`src/rtl/perfbank_pkg.sv`:
```
package perfbank_pkg;
  localparam int NUM_PHYS   = 4;
  localparam int CNT_W      = 32;
  localparam int HALF_W     = CNT_W / 2;
  localparam int NUM_LOG    = 2 * NUM_PHYS;
  localparam int BUS_W      = 64;
  localparam int ADDR_W     = 3;
  localparam int ADDR_CTRL  = 0;
  localparam int ADDR_STAT  = 1;
  localparam int ADDR_CNT0  = 2;
  localparam int EN_BIT     = 0;
  localparam int SPLIT_LSB  = 8;

  typedef struct packed {
    logic [NUM_PHYS-1:0] latchWr;
    logic                commit;
    logic                countEn;
    logic [NUM_PHYS-1:0] splitMode;
  } dpStrobe_t;
endpackage

```
`src/rtl/perfbank_ctrl.sv`:
```
module perfbank_ctrl
  import perfbank_pkg::*;
(
  input  logic              clk,
  input  logic              rstN,
  input  logic [ADDR_W-1:0] busAddr,
  input  logic              busWr,
  input  logic              busRd,
  input  logic [CNT_W-1:0]  wordIn,
  input  logic [NUM_LOG-1:0] wrapHit,
  output dpStrobe_t         strobe,
  output logic [CNT_W-1:0]  ctrlWord,
  output logic [NUM_LOG-1:0] statusWord,
  output logic              irq
);
  logic [CNT_W-1:0]   ctrlReg;
  logic [NUM_LOG-1:0] maskReg;
  logic [NUM_LOG-1:0] statusReg;
  logic wrCtrl, wrStat, rdStat;

  assign wrCtrl = busWr && (busAddr == ADDR_W'(ADDR_CTRL));
  assign wrStat = busWr && (busAddr == ADDR_W'(ADDR_STAT));
  assign rdStat = busRd && (busAddr == ADDR_W'(ADDR_STAT));

  always_ff @(posedge clk) begin
    if (!rstN) begin
      ctrlReg   <= '0;
      maskReg   <= '0;
      statusReg <= '0;
    end else begin
      if (wrCtrl) ctrlReg <= wordIn;
      if (wrStat) maskReg <= wordIn[NUM_LOG-1:0];
      statusReg <= (rdStat ? '0 : statusReg) | wrapHit;
    end
  end

  always_comb begin
    for (int p = 0; p < NUM_PHYS; p++)
      strobe.latchWr[p] = busWr && (busAddr == ADDR_W'(ADDR_CNT0 + p));
    strobe.commit    = wrCtrl && wordIn[EN_BIT];
    strobe.countEn   = ctrlReg[EN_BIT];
    strobe.splitMode = ctrlReg[SPLIT_LSB +: NUM_PHYS];
  end

  assign ctrlWord   = ctrlReg;
  assign statusWord = statusReg;
  assign irq        = |(statusReg & maskReg);

  AST_READ_CLEARS: assert property (@(posedge clk) disable iff (!rstN)
    rdStat && (wrapHit == '0) |=> statusReg == '0);
  AST_IRQ_FALLS: assert property (@(posedge clk) disable iff (!rstN)
    rdStat && (wrapHit == '0) |=> !irq);
  AST_WRAP_STICKY: assert property (@(posedge clk) disable iff (!rstN)
    (wrapHit != '0) |=> ((statusReg & $past(wrapHit)) == $past(wrapHit)));
endmodule

```
`src/rtl/perfbank_datapath.sv`:
```
module perfbank_datapath
  import perfbank_pkg::*;
(
  input  logic                           clk,
  input  logic                           rstN,
  input  dpStrobe_t                      strobe,
  input  logic [CNT_W-1:0]               wordIn,
  input  logic [NUM_LOG-1:0]             evtIn,
  output logic [NUM_PHYS-1:0][CNT_W-1:0] cntOut,
  output logic [NUM_LOG-1:0]             wrapHit
);
  for (genvar p = 0; p < NUM_PHYS; p++) begin : g_phys
    logic [CNT_W-1:0]  cntQ, latchQ, cntNext;
    logic              pendQ, load, incFull, incHi, incLo;
    logic [HALF_W-1:0] upper, lower;

    assign upper   = cntQ[CNT_W-1:HALF_W];
    assign lower   = cntQ[HALF_W-1:0];
    assign load    = strobe.commit && pendQ;
    assign incFull = strobe.countEn && !strobe.splitMode[p] && evtIn[p];
    assign incHi   = strobe.countEn &&  strobe.splitMode[p] && evtIn[p];
    assign incLo   = strobe.countEn &&  strobe.splitMode[p] && evtIn[p+NUM_PHYS];

    always_comb begin
      if (load)
        cntNext = latchQ;
      else if (strobe.splitMode[p])
        cntNext = {upper + HALF_W'(incHi), lower + HALF_W'(incLo)};
      else
        cntNext = cntQ + CNT_W'(incFull);
    end

    assign wrapHit[p] = !load && ((incFull && (cntQ == '1)) || (incHi && (upper == '1)));
    assign wrapHit[p+NUM_PHYS] = !load && incLo && (lower == '1);

    always_ff @(posedge clk) begin
      if (!rstN) begin
        cntQ   <= '0;
        latchQ <= '0;
        pendQ  <= 1'b0;
      end else begin
        cntQ <= cntNext;
        if (strobe.latchWr[p]) begin
          latchQ <= wordIn;
          pendQ  <= 1'b1;
        end else if (strobe.commit) begin
          pendQ  <= 1'b0;
        end
      end
    end

    assign cntOut[p] = cntQ;

    AST_COMMIT_LOADS: assert property (@(posedge clk) disable iff (!rstN)
      strobe.commit && pendQ |=> cntQ == $past(latchQ));
    AST_LATCH_ONLY: assert property (@(posedge clk) disable iff (!rstN)
      strobe.latchWr[p] && !strobe.countEn |=> $stable(cntQ));
    AST_NO_CARRY: assert property (@(posedge clk) disable iff (!rstN)
      strobe.countEn && !strobe.commit && strobe.splitMode[p] && (lower == '1)
      && evtIn[p+NUM_PHYS] && !evtIn[p] |=> $stable(upper));
  end

  AST_HOLD_DISABLED: assert property (@(posedge clk) disable iff (!rstN)
    !strobe.countEn && !strobe.commit |=> $stable(cntOut));
endmodule

```
`src/rtl/perf_counter_bank.sv`:
```
module perf_counter_bank
  import perfbank_pkg::*;
(
  input  logic              clk,
  input  logic              rstN,
  input  logic [ADDR_W-1:0] busAddr,
  input  logic              busWr,
  input  logic              busRd,
  input  logic [BUS_W-1:0]  busWdata,
  output logic [BUS_W-1:0]  busRdata,
  input  logic [NUM_LOG-1:0] evtIn,
  output logic              irq
);
  dpStrobe_t                      strobe;
  logic [CNT_W-1:0]               ctrlWord, wordIn, rdWord;
  logic [NUM_LOG-1:0]             statusWord, wrapHit;
  logic [NUM_PHYS-1:0][CNT_W-1:0] cntOut;

  assign wordIn = busWdata[BUS_W-1 -: CNT_W];

  perfbank_ctrl u_ctrl (
    .clk(clk), .rstN(rstN), .busAddr(busAddr), .busWr(busWr), .busRd(busRd),
    .wordIn(wordIn), .wrapHit(wrapHit), .strobe(strobe), .ctrlWord(ctrlWord),
    .statusWord(statusWord), .irq(irq)
  );

  perfbank_datapath u_dp (
    .clk(clk), .rstN(rstN), .strobe(strobe), .wordIn(wordIn), .evtIn(evtIn),
    .cntOut(cntOut), .wrapHit(wrapHit)
  );

  always_comb begin
    rdWord = '0;
    if (busAddr == ADDR_W'(ADDR_CTRL))
      rdWord = ctrlWord;
    else if (busAddr == ADDR_W'(ADDR_STAT))
      rdWord = CNT_W'(statusWord);
    else
      for (int p = 0; p < NUM_PHYS; p++)
        if (busAddr == ADDR_W'(ADDR_CNT0 + p)) rdWord = cntOut[p];
  end

  assign busRdata = busRd ? {rdWord, {(BUS_W-CNT_W){1'b0}}} : '0;
endmodule

```
`config.mk`:
```
export PLATFORM = sky130hd
export DESIGN_NAME = perf_counter_bank
export DESIGN_NICKNAME = d
export VERILOG_FILES = /design/src/rtl/perfbank_pkg.sv /design/src/rtl/perfbank_ctrl.sv /design/src/rtl/perfbank_datapath.sv /design/src/rtl/perf_counter_bank.sv
export SDC_FILE = /design/constraint.sdc
export NUM_CORES = 1
export LEC_CHECK = 0
export ABC_AREA = 0
export BUFFER_PORTS_ARGS = -buffer_cell sky130_fd_sc_hd__buf_2
export CAP_MARGIN = 30
export CORE_ASPECT_RATIO = 0.6
export CORE_MARGIN = 2
export CORE_UTILIZATION = 30
export CTS_CLUSTER_SIZE = 16
export DETAILED_ROUTE_END_ITERATION = 6
export GPL_TIMING_DRIVEN = 0
export SETUP_SLACK_MARGIN = 0.1
export SYNTH_ARGS = -nofsm -noshare
export SYNTH_HDL_FRONTEND = slang
export SYNTH_HIERARCHICAL = 1
export SYNTH_SLANG_ARGS = --single-unit
```
`constraint.sdc`:
```
create_clock -name clk -period 3 [get_ports clk]
set_input_delay 0.6 -clock clk [delete_from_list [all_inputs] [get_ports clk]]
set_output_delay 0.6 -clock clk [all_outputs]
set_load 0.005 [all_outputs]
```
# [Word-level counts from Yosys, hierarchy flattened]
# Cells that the tools add are included.
[totals] elab_cells=137 regBits=308
[op_classes] reduce_logical=70 bitwise=2 n_addsub=12 n_eq_ne=17 n_mux=21
[ops] op="32-bit two-way mux" count=14
[ops] op="16-bit by 1-bit adder with 16-bit output" count=8
[ops] op="32-bit by 1-bit adder with 32-bit output" count=4
[ops] op="16-bit == test, second input constant" count=8
[ops] op="32-bit == test, second input constant" count=4
[ops] op="64-bit two-way mux" count=1
[ops] op="1-bit logical AND" count=52
[ops] op="8-bit AND" count=1
[ops] op="1-bit logical NOT" count=8
[ops] op="8-bit two-way mux" count=1
[ops] op="8-bit OR" count=1
[ops] op="2-bit nonzero test" count=4
[ops] op="8-bit OR reduction" count=1
[ops] op="3-bit by 2-bit == test with 1-bit output, second input constant" count=2
[ops] op="3-bit == test, second input constant" count=2
[ops] op="1-bit two-way mux" count=5
[ops] op="1-bit logical OR" count=4
[ops] op="3-bit by 1-bit == test with 1-bit output, second input constant" count=1
[ops] op="3-bit logical NOT" count=1

# [Longest topological paths before layout]
# Gate-level depths: netlist of run 1.
[depth] depth_word=8 mapped_depth=12 mapped_depth_nobuf=9

# [Hierarchy]
# Netlist of run 1, hierarchy kept.
[modules_own_cells] module="perfbank_datapath" area_each_um2=12386.9 seq_area_each_um2=5205.0 cells_per_inst=1436 n_inst=1
[modules_own_cells] module="perfbank_ctrl" area_each_um2=2014.4 seq_area_each_um2=960.9 cells_per_inst=218 n_inst=1
[modules_own_cells] module="perf_counter_bank" area_each_um2=1689.1 seq_area_each_um2=0.0 cells_per_inst=211 n_inst=1

# [Worst setup path after synthesis of run 1]
# OpenSTA, ideal clock, no wires.
[synth_path] path_type="input to register" from="input port busAddr[1]" to="register u_dp.g_phys[0].cntQ[23]" required_time_ns=2.914 t_arrival_ns=2.467 setup_time_ns=0.086 setup_slack_ns=0.447 n_path_buf=5 cell_stages=10 cell_sequence="nor4b_2 -> buf_6 -> buf_12 -> and2_1 -> clkbuf_1 -> and2_1 -> clkbuf_1 -> buf_1 -> nor2_1 -> a211oi_1"
[synth_lines] item="from (decl)" line_no="perf_counter_bank.sv:6" text="input logic [ADDR_W-1:0] busAddr,"
[synth_lines] item="to (signal assigned)" line_no="perfbank_datapath.sv:42" text="cntQ <= cntNext;"
[synth_lines] item="to (decl)" line_no="perfbank_datapath.sv:13" text="logic [CNT_W-1:0] cntQ, latchQ, cntNext;"

# [Worst setup path after layout of run 1]
[layout_path] from="register u_dp.g_phys[3].cntQ[2]" to="register u_dp.g_phys[3].cntQ[30]"
[layout_via] elab_chain_len=3
[layout_rtl] item="from (decl)" line_no="perfbank_datapath.sv:13"
[layout_rtl] item="from (signal assigned)" line_no="perfbank_datapath.sv:42"
[layout_rtl] item="32-bit by 1-bit adder with 32-bit output" line_no="perfbank_datapath.sv:30" text="cntNext = cntQ + CNT_W'(incFull);"
[layout_rtl] item="32-bit two-way mux" line_no="perfbank_datapath.sv:27" text="else if (strobe.splitMode[p])"
[layout_rtl] item="32-bit two-way mux" line_no="perfbank_datapath.sv:25" text="if (load)"
# Every way passes these cells.
# A chain may end at the register's enable or synchronous reset.

==> results_dict.tcl, run 1 <==
set metrics [dict create \
    antenna_found_initial 2 \
    synth_top_family_by_area "simple AND/OR/NAND/NOR gates" \
    crit_type "reg2reg" \
    dr.pass1.iters 7 \
    wl_per_cell_um 23.2 \
    pre_cts_ws_ps -787 \
    p_sw_w 0.00223 \
    dpl.hpwl_mm 49.9 \
    cts-root-buf "clkbuf_16" \
    ant_nets 0 \
    fp.dieH_um 183 \
    via_count 15300 \
    first_global_vias 13700 \
    skew_ps 10.1 \
    n_antenna_cell 0 \
    die_x_um 303 \
    synth_cell_types 71 \
    max-vdd-ir-drop_mv 0.462 \
    die-area_um2 55600 \
    status "complete, but fails checks" \
    synth_fa_ha_area_frac 0.0187 \
    synth_cells 1865 \
    yosys_warnings 6 \
    clk_latency_ps 580 \
    whs_ps 329 \
    setup_viol 0 \
    synth_area_leaders "dfxtp_1 38%, mux2i_1 14%, nor2_1 5.5%" \
    synth_compound_area_frac 0.139 \
    fin_nets 2108 \
    synth_edf_count 0 \
    h-tree-depth 1 \
    routed_via_density 5.60 \
    synth_top_cell_by_area "dfxtp_1" \
    yosys.area_share.simple 0.206 \
    grt.overflow.total 0 \
    hold_viol_final 0 \
    cap_viol_max_count 0 \
    gp_congestion 1.00 \
    instances_no_fill 2729 \
    placed_cells 2679 \
    route.detailed.drc 10 \
    synth_xor_area_frac 0.0337 \
    critPathLaunchType "flop" \
    coreArea_um2 52800 \
    clock_path_buffers 3 \
    netlist_area_um2 16100 \
    ys_seq_area_frac 0.383 \
    cts_made_buffers 28 \
    slew_viol_final 0 \
    portBuffers 79 \
    min_path_type "in2reg" \
    grt_pass1_wl_mm 91.3 \
    r2r_slack_ps 160 \
    critical_path_required_ps 3510 \
    grt_start_max_net_pins 16 \
    crit_fanout 10 \
    io_pins 144 \
    ys.flop_type "dfxtp_1" \
    final_common_cell "dfxtp_1" \
    cp-end-kind "flop" \
    final_cell_mix "308 x dfxtp_1, 234 x nor2_1, 221 x mux2i_1" \
    rows 65 \
    avgSynthCellArea_um2 8.63 \
    initial_core_util 0.305 \
    drt-total-wl_mm 63.3 \
    path_clk_slew_ps 70 \
    failed_checks "DRC" \
    grt_usage 0.222 \
    relSlewSlack 0.334 \
    tightest_slew_ps 1000 \
    syn2layout_area_growth_pct 15.6 \
    clkPwrFrac 0.450 \
    rsz0062_at_grt "no" \
    power_switching_share 0.254 \
    synthMuxAreaShare 0.161 \
    cts.sinks 308 \
    crit_arrival_ps 3350 \
    finalPower_w 0.00877 \
    p_int_w 0.00654 \
    cts_setup_buffers 0 \
    finalCritPeriodShare 0.947 \
    cts_tree "done" \
    synth_top_area_frac 0.383 \
    drive_gt1_frac 0.125 \
    fin_ws_ps 158 \
    fmax_ghz 0.352 \
    power_frac_comb 0.073 \
    drt_iter0_markers 2129 \
    synth-seq-cells 308 \
    power_per_cell_area_nw_per_um2 471 \
    p_leak_nw 6.73 \
    seq_power_share 0.477 \
    period_needed_ps 2840 \
    async_flop_share 0 \
]
power by group through the flow:
stage	combinational, W	sequential, W	clock, W
floorplan	0.000359	0.00426	0
detailed placement	0.000618	0.00428	0
global route	0.000681	0.00419	0.00416
finish	0.000644	0.00418	0.00394
CTS	0.000621	0.00418	0.00397
global placement	0.000608	0.00427	0
metrics by stage:
| step | cell area (µm²) | setup TNS, ps | util |
|---|---|---|---|
| 2_1_floorplan | 16200 | 0 | - |
| 3_3_place_gp | 17500 | -41150 | 0.331 |
| 3_5_place_dp | 17500 | -47500 | 0.331 |
| 4_1_cts | 18500 | 0 | 0.350 |
| 5_1_grt | 18600 | 0 | 0.352 |
| 6_report | 18600 | 0 | 0.352 |
cells by family after synthesis:
family,after synthesis
xor gates and xnor gates,62
muxes,255
and+or+nand+nor,689
adders and majority gates,24
buffers and inverters,180
DFF,308
other,1
AOI/OAI and AO/OA,346
critical path, cell delays in order (launching register included):
cell and delay [ps]:
dfxtp_1 540, nand4_1 450, nor4_4 640, a21boi_1 300, clkbuf_2 260, or4_1 420
a31oi_1 160
worst paths after layout:
path | end | cells after the start | startpoint
setup / recovery | u_dp/g_phys[3].cntQ[30] | 6 | u_dp/g_phys[3].cntQ[2]
hold / removal | u_ctrl/ctrlWord[27] | 3 | busWdata[59]
setup reg to reg | u_dp/g_phys[3].cntQ[30] | 6 | u_dp/g_phys[3].cntQ[2]
hold reg to reg | u_dp/g_phys[3].cntQ[2] | 2 | u_dp/g_phys[3].latchQ[2]
registers in the layout, indices dropped and copies added (netlist names):
signal and cells:
u_dp/g_phys.cntQ 128, u_ctrl/ctrlWord 32, u_ctrl/statusWord 8, u_dp/g_phys.pendQ 4, u_ctrl/maskReg 8, u_dp/g_phys.latchQ 128
per-layer routing:
metal  track usage  vias to the layer above  share of wire  routed length (µm)
li1              -                     6995              -                   -
met1         0.352                     7336           0.48               30600
met2         0.281                      878           0.36               22900
met3        0.0725                       83           0.14                8610
met4        0.0398                        0          0.019                1170
met5             0                        -              0                   0
Yosys cell counts, types with 7 or more instances:
library cell / instances
nand3_1: 59
buf_1: 7
o21ai_1: 8
a22oi_1: 28
buf_6: 7
xnor2_1: 24
nor4_1: 20
or4_1: 12
inv_1: 12
buf_4: 41
mux2_2: 15
nand4_1: 52
and2_1: 13
mux2_1: 18
and3_1: 27
nand2_1: 176
o221ai_1: 7
a21oi_1: 49
buf_2: 11
ha_1: 24
a31oi_1: 38
xor2_1: 38
o21ai_0: 87
a211oi_1: 48
mux2i_1: 222
and4_1: 13
nor3_1: 28
or3_1: 21
o22ai_1: 26
nor2_1: 235
dfxtp_1: 308
o31ai_1: 10
clkbuf_1: 99
final cells by class:
cell class	instances	area (µm²)
clock buffers	35	778
fillers	5484	34200
flip-flops and latches	308	6170
multi-input cells	1408	9190
well taps	703	880
inverters	12	45.0
clock inverters	16	188
repair buffers	82	433
plain buffers	165	926
timing repair:
action / 4_1_cts / 5_1_grt
pin swaps: 0 / 1
resized for setup: 19 / 38
endpoints found under the setup margin: 70 / 72
hold buffers: 0 / 0
No activity file was read; power rests on OpenSTA's default activity.
==> run 2, diff against run 1 <==
ABC_AREA = 1   (was 0)
CELL_PAD_IN_SITES_DETAIL_PLACEMENT = 1   (was unset)
CELL_PAD_IN_SITES_GLOBAL_PLACEMENT = 1   (was unset)
CTS_BUF_LIST = sky130_fd_sc_hd__clkbuf_8 sky130_fd_sc_hd__clkbuf_16   (was unset)
PLACE_DENSITY_LB_ADDON = 0.1   (was unset)
==> run 2 against run 1 <==
  * The flow now finishes without violations
  * Largest power group is now clock
  * Fmax is 1.6% lower
  * Utilization is 0.37 points higher
  * Register-to-register slack hardly changed
  * Highest routed layer unchanged
  * Worst hold slack better by 90 ps
  * First-iteration DRC count is 0.23% higher
  * Via count is 33% higher
  * Sequential power is 2% higher
  * Routed wire length is 51% higher
==> results_dict.tcl, run 2 <==
set metrics [dict create \
    tightest_slew_ps 1080 \
    fmax_ghz 0.346 \
    wl_met1_mm 50.9 \
    drt-total-wl_mm 95.4 \
    wl_per_cell_um 24.5 \
    crit_arrival_ps 2290 \
    tns_ps 0 \
    die_x_um 320 \
    synth_cells 2926 \
    r2r-start "u_ctrl/ctrlWord[11]" \
    synth-seq-cells 308 \
    rr_endpoint "u_dp/g_phys[3].cntQ[30]" \
    rsz0062_at_grt "yes" \
    die-area_um2 62000 \
    whs_ps 418 \
    synth_top_cell_by_area "dfxtp_1" \
    cts_tree "done" \
    yosysMostFrequentCell "nand2_1" \
    finalPower_w 0.00979 \
    startpoint "busAddr[2]" \
    first_global_vias 19500 \
    syn2layout_area_growth_pct 17.4 \
    slew_viol_final 0 \
    relSlewSlack 0.278 \
    final_cell_mix "753 x nand2_1, 603 x nor2_1, 306 x dfxtp_1" \
    grt_usage 0.302 \
    routed-wl-met2_mm 33.6 \
    yosys-top-cells-count "762 x nand2_1, 614 x nor2_1, 308 x dfxtp_1" \
    routed_via_density 5.22 \
    dpl.hpwl_mm 77.4 \
    period_needed_ps 2890 \
    pre_cts_ws_ps -566 \
    p_leak_nw 9.47 \
    drt_iter0_markers 2134 \
    max-vdd-ir-drop_mv 0.260 \
    critical_path_required_ps 2400 \
    rows 69 \
    synth_edf_count 0 \
    fin_nets 3191 \
    synth_cell_types 47 \
    clock_path_buffers 3 \
    setup_viol 0 \
    status "complete, no violations" \
    fp.dieH_um 194 \
    final_common_cell "nand2_1" \
    ys_seq_area_frac 0.343 \
    yosys_warnings 6 \
    async_flop_share 0 \
    avgSynthCellArea_um2 6.14 \
    placed_area_um2 19600 \
    gp_congestion 0.953 \
    fillers 7762 \
    crit_fanout 9 \
    r2r_cells 16 \
    fin_ws_ps 111 \
    synth_area_leaders "dfxtp_1 34%, nand2_1 16%, nor2_1 13%" \
    crit_type "in2out" \
    finalCritPeriodShare 0.963 \
    initial_core_util 0.304 \
    portBuffers 79 \
    via_count 20300 \
    ys.flop_type "dfxtp_1" \
    critPathLaunchType "primary input" \
    antenna_found_initial 6 \
    min_path_type "in2reg" \
    r2r_slack_ps 150 \
    power_per_cell_area_nw_per_um2 464 \
    h-tree-depth 2 \
    cts.sinks 308 \
    ant_nets 0 \
    cts-root-buf "clkbuf_16" \
    grt.overflow.total 0 \
    netlist_area_um2 18000 \
    grt_pass1_wl_mm 136 \
    cap_viol_max_count 0 \
    route.detailed.drc 0 \
    cp-end-kind "output port" \
    top_layer "met4" \
    cts_made_buffers 36 \
    io_pins 144 \
    path_clk_slew_ps 60 \
    synth_top_area_frac 0.343 \
    drive_gt1_frac 0.114 \
    clk_latency_ps 560 \
    coreArea_um2 59200 \
    skew_ps 24.7 \
    postCtsHoldBufs 0 \
    grt_start_max_net_pins 13 \
    wl_met3_mm 9.40 \
    fin_area_um2 21100 \
    dr.pass1.iters 7 \
    hold_viol_final 0 \
    crit_path_end "busRdata[63]" \
]
[run 2: area by class of cell]
| class | count | area [µm²] | share of cell area |
|---|---|---|---|
| diodes | 1 | 2.50 | 0.000119 |
| multi-input cells | 2202 | 10200 | 0.483 |
| flip-flops and latches | 308 | 6170 | 0.293 |
| plain buffers | 158 | 911 | 0.0432 |
| well taps | 781 | 977 | 0.0463 |
| clock buffers | 45 | 1040 | 0.0491 |
| repair buffers | 96 | 566 | 0.0268 |
| inverters | 286 | 1090 | 0.0515 |
| clock inverters | 17 | 158 | 0.00747 |
[run 2: per-layer routing]
metal  vias up  GRT usage
met4         0     0.0518
met5         -          0
met1      9994      0.491
li1       9513          -
met2       727      0.376
met3        89     0.0885
[run 2: through the flow]
stage,instances,util
after floorplan,2957,-
after global placement,3817,0.329
after detailed placement,3824,0.330
after CTS,3889,0.353
after global routing,3893,0.356
final,3894,0.356
[run 2: how the worst min path moves through the flow]
stage	startpoint	to	depth (start not counted)	slack, ps
final	busWdata[35]	u_dp/g_phys[1].latchQ[3]	3	420
after CTS	busWdata[35]	u_dp/g_phys[1].latchQ[3]	3	410
after detailed placement	u_dp/g_phys[2].latchQ[16]	u_dp/g_phys[2].latchQ[16]	2	450
after global routing	busWdata[41]	u_dp/g_phys[0].latchQ[9]	3	420
after global placement	u_dp/g_phys[2].latchQ[13]	u_dp/g_phys[2].latchQ[13]	2	450
after floorplan	u_dp/g_phys[2].latchQ[12]	u_dp/g_phys[2].latchQ[12]	2	430
[run 2: report_power, final]
group	internal (W)	switching, W
registers	0.00418	0.0000690
logic	0.000246	0.000659
clock network	0.00269	0.00195
total	0.00712	0.00268
[run 2: cells by family (layout without fill, tap and decap cells)]
group | Yosys count | count (layout) | share of synthesized area
AOI/OAI and AO/OA | 434 | 434 | 0.130
and+or+nand+nor | 1672 | 1672 | 0.383
xor gates and xnor gates | 40 | 40 | 0.0195
adders and majority gates | 24 | 24 | 0.0167
buffers and inverters | 447 | 602 | 0.108
DFF | 308 | 308 | 0.343
other | 1 | 33 | 0.000209
[run 2: worst max-delay path, cell delays in order]
cell	delay, ps
buf_2	150
buf_6	180
inv_8	90
nand2_2	90
nor2_4	210
buf_6	170
nand2_1	90
nand3_1	100
nand2_1	180
a21oi_2	260
buf_2	150
[run 2: what timing repair did]
item,4_1_cts,5_1_grt
hold endpoints to repair,0,0
cloned,1,0
endpoints found under the setup margin,123,69
pin swaps,4,5
resized for setup,37,58
setup buffers,4,4
==> run 3, diff against run 2 <==
ABC_AREA = unset   (was 1)
==> run 3 against run 2 <==
  * The run now ends with DRC left
  * Largest power group unchanged
  * Worst setup slack hardly changed
  * Global-route usage shrank 5.3 points
  * Count of clock-buffer cells in the layout is 2 lower
==> results_dict.tcl, run 3 (synthesis results as in run 1) <==
set metrics [dict create \
    drt_iter0_markers 1266 \
    wl_per_cell_um 25.5 \
    postCtsHoldBufs 0 \
    drive_gt1_frac 0.134 \
    crit_arrival_ps 2290 \
    path_clk_slew_ps 70 \
    period_needed_ps 2890 \
    pre_cts_ws_ps -950 \
    critPathLaunchType "primary input" \
    cts_made_buffers 36 \
    p_int_w 0.00692 \
    grt_usage 0.249 \
    p_leak_nw 6.87 \
    cts.sinks 308 \
    cp-end-kind "output port" \
    r2r_slack_ps 130 \
    status "complete, but fails checks" \
    fillers 6225 \
    hold_viol_final 0 \
    final_common_cell "dfxtp_1" \
    p_sw_w 0.00238 \
    skew_ps 23.5 \
    grt.overflow.total 0 \
    multiInputGateArea_um2 9200 \
    critical_path_required_ps 2400 \
    io_pins 144 \
    die_x_um 303 \
    dr.pass1.iters 7 \
    max-vdd-ir-drop_mv 0.314 \
    setup_viol 0 \
    routed_via_density 5.50 \
    fmax_ghz 0.346 \
    clk_latency_ps 540 \
    whs_ps 399 \
    via_count 15100 \
    coreArea_um2 52800 \
    n_antenna_cell 0 \
    h-tree-depth 2 \
    gp_congestion 0.901 \
    cap_viol_max_count 0 \
    syn2layout_area_growth_pct 17.4 \
    die-area_um2 55600 \
    cts-root-buf "clkbuf_16" \
    dpl.hpwl_mm 55.5 \
    ff_latch_area_um2 6170 \
    grt_pass1_wl_mm 101 \
    tightest_slew_ps 1070 \
    power_per_cell_area_nw_per_um2 492 \
    final_cell_mix "308 x dfxtp_1, 233 x nor2_1, 221 x mux2i_1" \
    initial_core_util 0.305 \
    portBuffers 79 \
    route.detailed.drc 2 \
    relSlewSlack 0.285 \
    failed_checks "DRC" \
    grt_start_max_net_pins 15 \
    fp.dieH_um 183 \
    seq_power_share 0.450 \
    first_global_vias 14800 \
    min_path_type "in2reg" \
    fin_ws_ps 111 \
    instances_no_fill 2748 \
    fin_nets 2124 \
    clkPwrFrac 0.479 \
    power_frac_comb 0.071 \
    finalCritPeriodShare 0.963 \
    clock_path_buffers 3 \
    cts_tree "done" \
    crit_type "in2out" \
    placed_cells 2681 \
    ant_nets 0 \
    crit_fanout 10 \
    antenna_found_initial 1 \
    drt-total-wl_mm 70.2 \
    slew_viol_final 0 \
    rows 65 \
    power_switching_share 0.256 \
    rsz0062_at_grt "yes" \
]
## run 3: worst paths after layout
kind | cells past startpoint | to | start
worst max-delay path | 7 | busRdata[52] | busAddr[0]
worst min register to register | 2 | u_dp/g_phys[2].cntQ[2] | u_dp/g_phys[2].latchQ[2]
worst max register to register | 7 | u_ctrl/statusWord[3] | u_dp/g_phys[3].cntQ[2]
worst min-delay path | 3 | u_ctrl/ctrlWord[11] | busWdata[43]
## run 3: metal layers
layer,track usage,share of wire,wire [µm],vias up
met5,0,0,0,-
met1,0.387,0.52,36600,7586
met3,0.0402,0.060,4190,87
met4,0.0615,0.021,1460,0
met2,0.349,0.40,27900,430
li1,-,-,-,7016
## run 3: critical path: stages
cell	delay [ps]
buf_2	210
buf_6	250
buf_6	220
buf_4	270
mux2i_1	300
o22ai_1	220
buf_2	200
## run 3: layout make-up
type / count / share of cell area
Buffer: 166 / 0.0503
Clock buffer: 43 / 0.0534
Clock inverter: 19 / 0.00768
Inverter: 12 / 0.00238
Multi-Input combinational cell: 1408 / 0.487
Sequential cell: 308 / 0.326
Tap cell: 703 / 0.0466
Timing Repair Buffer: 89 / 0.0265
## run 3: metrics by stage
stage          TNS, ps  utilization  power, W  instance area [µm²]
2_1_floorplan        0            -   0.00462                16200
3_3_place_gp    -61720        0.331   0.00491                17500
3_5_place_dp    -64590        0.332   0.00493                17500
4_1_cts              0        0.355   0.00941                18700
5_1_grt          -32.0        0.358   0.00964                18900
6_report             0        0.358   0.00930                18900
## run 3: what timing repair did
item                       4_1_cts  5_1_grt
resized for setup               31       40
setup endpoints to repair      113       69
buffers inserted                 0        5
pin swaps                        1        2
## run 3: power by group through the flow
stage / Sequential [W] / Clock (W) / Combinational [W]
2_1_floorplan: 0.00426 / 0 / 0.000359
3_3_place_gp: 0.00428 / 0 / 0.000634
3_5_place_dp: 0.00428 / 0 / 0.000649
4_1_cts: 0.00419 / 0.00457 / 0.000654
5_1_grt: 0.00419 / 0.00475 / 0.000705
6_report: 0.00419 / 0.00445 / 0.000660
